File: src/rtl/olmc_pkg.sv
package olmc_pkg;

    typedef enum logic [1:0] {
        MODE_SIMPLE     = 2'd0,
        MODE_COMPLEX    = 2'd1,
        MODE_REGISTERED = 2'd2
    } bank_mode_e;

    // Global bit pair to bank mode; the unused code falls back to simple.
    function automatic bank_mode_e decode_mode(input logic syn, input logic ac0);
        case ({syn, ac0})
            2'b11:   return MODE_COMPLEX;
            2'b01:   return MODE_REGISTERED;
            default: return MODE_SIMPLE;
        endcase
    endfunction

    // Polarity stage: 1 passes the sum-of-products, 0 inverts it.
    function automatic logic apply_polarity(input logic sop_bit, input logic pol_bit);
        return pol_bit ? sop_bit : ~sop_bit;
    endfunction

endpackage

File: src/rtl/olmc_edge.sv
module olmc_edge (
    input  logic clk,
    input  logic rst,
    input  logic pin,
    output logic rise
);
    logic prev_q;

    always_ff @(posedge clk) begin
        if (rst) prev_q <= 1'b0;
        else     prev_q <= pin;
    end

    assign rise = pin & ~prev_q;

    // A detected rise cannot repeat on the very next edge.
    assert_single_rise_R7: assert property (@(posedge clk) disable iff (rst)
        rise |=> !rise);

endmodule

File: src/rtl/olmc_cell.sv
module olmc_cell
    import olmc_pkg::*;
#(
    parameter bit IS_CENTRE = 1'b0
) (
    input  logic       clk,
    input  logic       rst,
    input  bank_mode_e mode,
    input  logic       pol_bit,
    input  logic       io_bit,
    input  logic       sop_bit,
    input  logic       pt_en,
    input  logic       oe_pin,
    input  logic       load,
    output logic       drive,
    output logic       value,
    output logic       reg_fb
);
    logic d;
    logic q;

    assign d = apply_polarity(sop_bit, pol_bit);

    always_ff @(posedge clk) begin
        if (rst)       q <= 1'b0;
        else if (load) q <= d;
    end

    assign reg_fb = ~q;

    always_comb begin
        value = d;
        case (mode)
            MODE_COMPLEX: drive = io_bit & pt_en;
            MODE_REGISTERED: begin
                if (!io_bit) begin
                    drive = ~oe_pin;
                    value = q;
                end else begin
                    drive = pt_en;
                end
            end
            default: drive = IS_CENTRE ? 1'b1 : ~io_bit;
        endcase
    end

    assert_reg_load_R7: assert property (@(posedge clk) disable iff (rst)
        load |=> (q == $past(d)));
    assert_reg_hold_R7: assert property (@(posedge clk) disable iff (rst)
        !load |=> $stable(q));
    assert_centre_drive_R3: assert property (@(posedge clk) disable iff (rst)
        (mode == MODE_SIMPLE && IS_CENTRE) |-> drive);
    assert_complex_input_R5: assert property (@(posedge clk) disable iff (rst)
        (mode == MODE_COMPLEX && !io_bit) |-> !drive);

endmodule

File: src/rtl/olmc_fb_route.sv
module olmc_fb_route
    import olmc_pkg::*;
#(
    parameter int N = 8
) (
    input  logic         clk,
    input  logic         rst,
    input  bank_mode_e   mode,
    input  logic [N-1:0] pin_level,
    input  logic [N-1:0] reg_fb,
    input  logic [N-1:0] io_bits,
    input  logic         clk_pin,
    input  logic         oe_pin,
    output logic [N-1:0] fb
);
    localparam int CTR_LO = N/2 - 1;
    localparam int CTR_HI = N/2;

    logic [N-1:0] simple_src;
    logic [N-1:0] complex_src;

    for (genvar i = 0; i < N; i++) begin : g_route
        if (i < CTR_LO) begin : g_outer_lo
            assign simple_src[i] = pin_level[i+1];
        end else if (i > CTR_HI) begin : g_outer_hi
            assign simple_src[i] = pin_level[i-1];
        end else begin : g_centre
            assign simple_src[i] = 1'b0;
        end

        if (i == 0) begin : g_first
            assign complex_src[i] = clk_pin;
        end else if (i == N-1) begin : g_last
            assign complex_src[i] = oe_pin;
        end else begin : g_mid
            assign complex_src[i] = pin_level[i];
        end
    end

    always_comb begin
        case (mode)
            MODE_COMPLEX:    fb = complex_src;
            MODE_REGISTERED: fb = (reg_fb & ~io_bits) | (pin_level & io_bits);
            default:         fb = simple_src;
        endcase
    end

    assert_centre_fb_R4: assert property (@(posedge clk) disable iff (rst)
        (mode == MODE_SIMPLE) |-> (fb[CTR_LO] == 1'b0 && fb[CTR_HI] == 1'b0));
    assert_shared_pins_fb_R6: assert property (@(posedge clk) disable iff (rst)
        (mode == MODE_COMPLEX) |-> (fb[0] == clk_pin && fb[N-1] == oe_pin));

endmodule

File: src/rtl/olmc_bank.sv
module olmc_bank
    import olmc_pkg::*;
#(
    parameter int N = 8
) (
    input  logic         clk,
    input  logic         rst,
    input  logic         cfg_syn,
    input  logic         cfg_ac0,
    input  logic [N-1:0] cell_xor,
    input  logic [N-1:0] cell_ac1,
    input  logic [N-1:0] sop,
    input  logic [N-1:0] pt_oe,
    input  logic         clk_pin,
    input  logic         oe_pin,
    input  logic [N-1:0] pin_in,
    output logic [N-1:0] pin_out,
    output logic [N-1:0] pin_drive,
    output logic [N-1:0] fb
);
    localparam int CTR_LO = N/2 - 1;
    localparam int CTR_HI = N/2;

    bank_mode_e   mode;
    logic         load;
    logic [N-1:0] reg_fb;
    logic [N-1:0] pin_level;

    assign mode = decode_mode(cfg_syn, cfg_ac0);

    olmc_edge u_edge (
        .clk  (clk),
        .rst  (rst),
        .pin  (clk_pin),
        .rise (load)
    );

    for (genvar i = 0; i < N; i++) begin : g_cell
        olmc_cell #(
            .IS_CENTRE ((i == CTR_LO) || (i == CTR_HI))
        ) u_cell (
            .clk     (clk),
            .rst     (rst),
            .mode    (mode),
            .pol_bit (cell_xor[i]),
            .io_bit  (cell_ac1[i]),
            .sop_bit (sop[i]),
            .pt_en   (pt_oe[i]),
            .oe_pin  (oe_pin),
            .load    (load),
            .drive   (pin_drive[i]),
            .value   (pin_out[i]),
            .reg_fb  (reg_fb[i])
        );

        assign pin_level[i] = pin_drive[i] ? pin_out[i] : pin_in[i];

        assert_reg_enable_R7: assert property (@(posedge clk) disable iff (rst)
            (mode == MODE_REGISTERED && !cell_ac1[i]) |-> (pin_drive[i] == !oe_pin));
        assert_reg_fb_R8: assert property (@(posedge clk) disable iff (rst)
            (mode == MODE_REGISTERED && !cell_ac1[i]) |-> (fb[i] == !pin_out[i]));
    end

    olmc_fb_route #(.N(N)) u_route (
        .clk       (clk),
        .rst       (rst),
        .mode      (mode),
        .pin_level (pin_level),
        .reg_fb    (reg_fb),
        .io_bits   (cell_ac1),
        .clk_pin   (clk_pin),
        .oe_pin    (oe_pin),
        .fb        (fb)
    );

endmodule

File: config.mk
export PLATFORM = sky130hd
export DESIGN_NAME = olmc_bank
export DESIGN_NICKNAME = d
export VERILOG_FILES = /design/src/rtl/olmc_pkg.sv /design/src/rtl/olmc_edge.sv /design/src/rtl/olmc_cell.sv /design/src/rtl/olmc_fb_route.sv /design/src/rtl/olmc_bank.sv
export SDC_FILE = /design/constraint.sdc
export NUM_CORES = 1
export LEC_CHECK = 0
export ABC_AREA = 1
export BUFFER_PORTS_ARGS = -buffer_cell sky130_fd_sc_hd__buf_2
export CORE_AREA = 2 2 53 55
export DETAILED_ROUTE_END_ITERATION = 16
export DIE_AREA = 0 0 55 57
export PLACE_DENSITY_LB_ADDON = 0.1
export REMOVE_ABC_BUFFERS = 1
export SLEW_MARGIN = 20
export SYNTH_ARGS = -nofsm -noshare
export SYNTH_HDL_FRONTEND = slang
export SYNTH_SLANG_ARGS = --single-unit
File: constraint.sdc
create_clock -name clk -period 2.7 [get_ports clk]
set_clock_uncertainty 0.05 [all_clocks]
set_input_delay 0.27 -clock clk [delete_from_list [all_inputs] [get_ports clk]]
set_output_delay 0.27 -clock clk [all_outputs]
set_load 0.03 [all_outputs]
==> flow_results.org <==
** Timing
- Final-layout worst hold slack :: 0.1601 ns
- # setup viols final :: 0
- RSZ-0062 raised after global routing :: no
- At the pin with the least slew margin, the transition time is 0.8927 ns.
- Peak Freq :: a little under 500 MHz
- The smallest clock period supported by the final layout is computed as approximately 2.1 ns.
- Measured against its own limit, the worst slew margin works out to 0.4027.
- Summed over all failing endpoints, the final setup total negative slack is 0 ns.
- The final hold violation count came to 0.
- Final-report max-slew violation count :: 0
- Period utilization :: 0.7706

** Status
- The flow ran to the end, and the final reports show no timing, DRC or antenna violations.

** Cells and area
- Count of inserted antenna diode cells :: 0
- Leaving out filler cells and counting taps, the final layout contains approximately 290.
- Highest-count cells in the layout ignoring fill and taps :: 69 x buf_2, 56 x nand2_1, 37 x inv_1
- Area growth from synthesis to final layout :: 22.80%
- Most common cell after layout, fill and taps aside :: buf_2
- Proportion of layout cells with a drive suffix above 1 :: 0.2874
- Count of filler cells inserted in the layout :: a little over 300
- With fillers left out, the area of the finished cells amounts to between 0.001 and 0.0015 mm^2.
- The net count of the finished layout is ~310.

** Route
- Total number of vias :: 1421
- Vias/cell :: about 5
- The detail route stage leaves a number of antenna-violating nets equal to 0.
- The first routing iteration left 30 violations.
- Before antenna repair, the detailed router went through 4 iterations.
- Per-cell routed wire length :: between 10 and 15 um
- Summed over all layers, the routed wires come to slightly below 3000 um.
- DRC Markers :: 0

** Run
- The tool flagged a number of max-cap violations equal to 0.

** Place
- The HPWL after detailed placement is between 2000 and 2500 um.
- Once placement finished, the instance area stood at 0.001389 mm^2.
- Counting tap cells, the placed design contains a total of approximately 290 instances.
- GPL Wtd Cong :: between 0.7 and 0.8
- Number of input and output port buffers inserted :: between 60 and 70

** Die
- Row count :: 19
- Y dimension of the die :: approximately 57 um
- The initial utilization of the core area, before any placement, comes to 0.4407.
- 70 I/O pins were placed.
- Chip Width :: about 55 um
- The die covers ~0.0031 mm^2.
- The core region is roughly 0.0026 mm^2.

** Synth
- The synthesized design contains 9 register bits.
- After technology mapping, the gate count stands at ~210.
- Warnings, synthesis :: 0
- In this run, distinct cell masters in the synthesized netlist total 21.
- Synthesized cell area :: roughly 0.0012 mm^2
- For this run, the register share of the synthesized area comes to 0.1564.
- The average instance in the mapped netlist occupies approximately 5.5 um^2.

** Worst hold path
- Min-delay worst type :: primary input to flop
- The worst hold path was traced through 2 stages.
- In this run the most critical hold path is launched from rst.
- Endpoint with the worst hold slack :: g_cell[7].u_cell.q

** Worst setup path
- Critical path arrival :: between 1.5 and 2 ns
- Ordered cell list for the critical path :: buf_2 -> inv_2 -> nor2_4 -> nand3_1 -> nand3b_1 -> nand3_1 -> a21oi_1 -> buf_2
- Endpoint required time on the critical path :: 2.38 ns
- Register-to-Register Setup Slack :: 1.27 ns
- Crit-path max cell delay :: around 0.33 ns
- The critical path is of the primary input to primary output type.
- The worst setup path is captured at a primary output.
- Startpoint type of the worst setup path :: primary input
- Cells on worst reg2reg path :: 3
- The worst register-to-register path begins at u_edge.prev_q.
- Of all nets on the critical path, the largest fanout is 15.
- R2r endpoint :: g_cell[2].u_cell.q
- Among all stages on the critical path, the largest delay is contributed by nor2_4.

** Power and ir drop
- VDD sags by at most 0.2861 mV.
- In this run the power density over the cells is 384.9 mW/mm^2.
- For this design the static power due to leakage is just under 0.9 nW.

** Clocking
- Post-CTS repair changed the size of 0 cells.
- Clock tree synthesis selected as its root buffer the cell clkbuf_4.
- The clock passes through at most 2 buffers.
- CTS clock-pin slew for the worst setup and hold paths :: about 0.06 ns
- Clock tree from TritonCTS :: yes
- Clock tree synthesis inserted a total of 3 buffers.
- Number of buffers inserted to repair setup after CTS :: 0
- Buffers inserted to repair hold after CTS numbered 0.
- CTS sink count :: 9
- Later-pin clock latency in the skew report :: 0.26 ns
- CTS built an H-tree with a depth of 1.

** Global routing
- First-pass GRT wire length :: ~4900 um
- Largest net degree at the start of global routing :: 17
- Final global-route overflow total :: 0
- The number of global-route vias before repair is roughly 1300.
- Total track usage :: 0.2036
- Antenna violations before repair :: 0
## critical path, delay by kind of cell
| kind | cells | cell delay (ns) |
|---|---|---|
| AOI/OAI and AO/OA | 1 | 0.12 |
| buffers and inverters | 3 | 0.65 |
| and+or+nand+nor | 4 | 0.72 |
## kinds of logic after synthesis
kind of cell              Yosys count  synth area share
xor gates and xnor gates            6           0.04560
and+or+nand+nor                   103            0.4007
buffers and inverters              59            0.2551
AOI/OAI and AO/OA                  31            0.1422
DFF                                 9            0.1563
## stage by stage
step	power [mW]	setup slack, ns	util
3_3_place_gp	0.4408	0.6584	0.5311
2_1_floorplan	0.3434	0.6766	-
3_5_place_dp	0.4419	0.6298	0.5311
6_report	0.5447	0.6195	0.5411
5_1_grt	0.5879	0.4126	0.5411
4_1_cts	0.5491	0.6292	0.5411
## Yosys cell counts (all sizes together)
cell	n	area [um^2]
o21ai	13	65.06
nand2	56	210.2
xor2	4	35.03
nor2	8	37.54
o211a	1	10.01
dfxtp	9	180.2
a31oi	1	6.260
inv	39	146.4
buf	20	147.6
nand3b	7	52.55
xnor2	2	17.52
nand4	1	6.260
nand3	31	155.2
a21oi	15	75.07
a22oi	1	7.510
## area by class of cell
type / count / area, um^2 / area share
inverters: 39 / 146.4 / 0.1034
flip-flops and latches: 9 / 180.2 / 0.1273
well taps: 31 / 38.79 / 0.02741
clock buffers: 4 / 26.28 / 0.01857
repair buffers: 69 / 345.3 / 0.2440
multi-input cells: 140 / 678.2 / 0.4792
## worst max-delay path by stage
stage                  from     to  cells after the start
floorplan           cfg_syn  fb[0]                      7
global placement    cfg_ac0  fb[5]                     11
detailed placement  cfg_ac0  fb[5]                     11
CTS                 cfg_ac0  fb[4]                      8
global route        cfg_ac0  fb[5]                     11
finish              cfg_ac0  fb[4]                      8
## power by group
part           switching, mW  leakage, nW  internal [mW]
Sequential           0.00382       0.0746          0.143
Clock                 0.0484       0.0150         0.0571
Combinational          0.196        0.795         0.0964
Total                  0.248        0.885          0.297
## registers in the layout, indices dropped and copies added (netlist names)
name	flops
g_cell.u_cell.q	8
u_edge.prev_q	1
## routing by layer
metal | global-route usage | part of all wire | up-vias | routed length [um]
met5 | 0 | 0 | - | 0
met4 | 0.03484 | 0.0054 | 0 | 16
met3 | 0.04712 | 0.053 | 2 | 157
met2 | 0.3520 | 0.49 | 38 | 1444
met1 | 0.2557 | 0.45 | 633 | 1346
li1 | - | - | 748 | -
No activity file was read; power rests on OpenSTA's default activity.
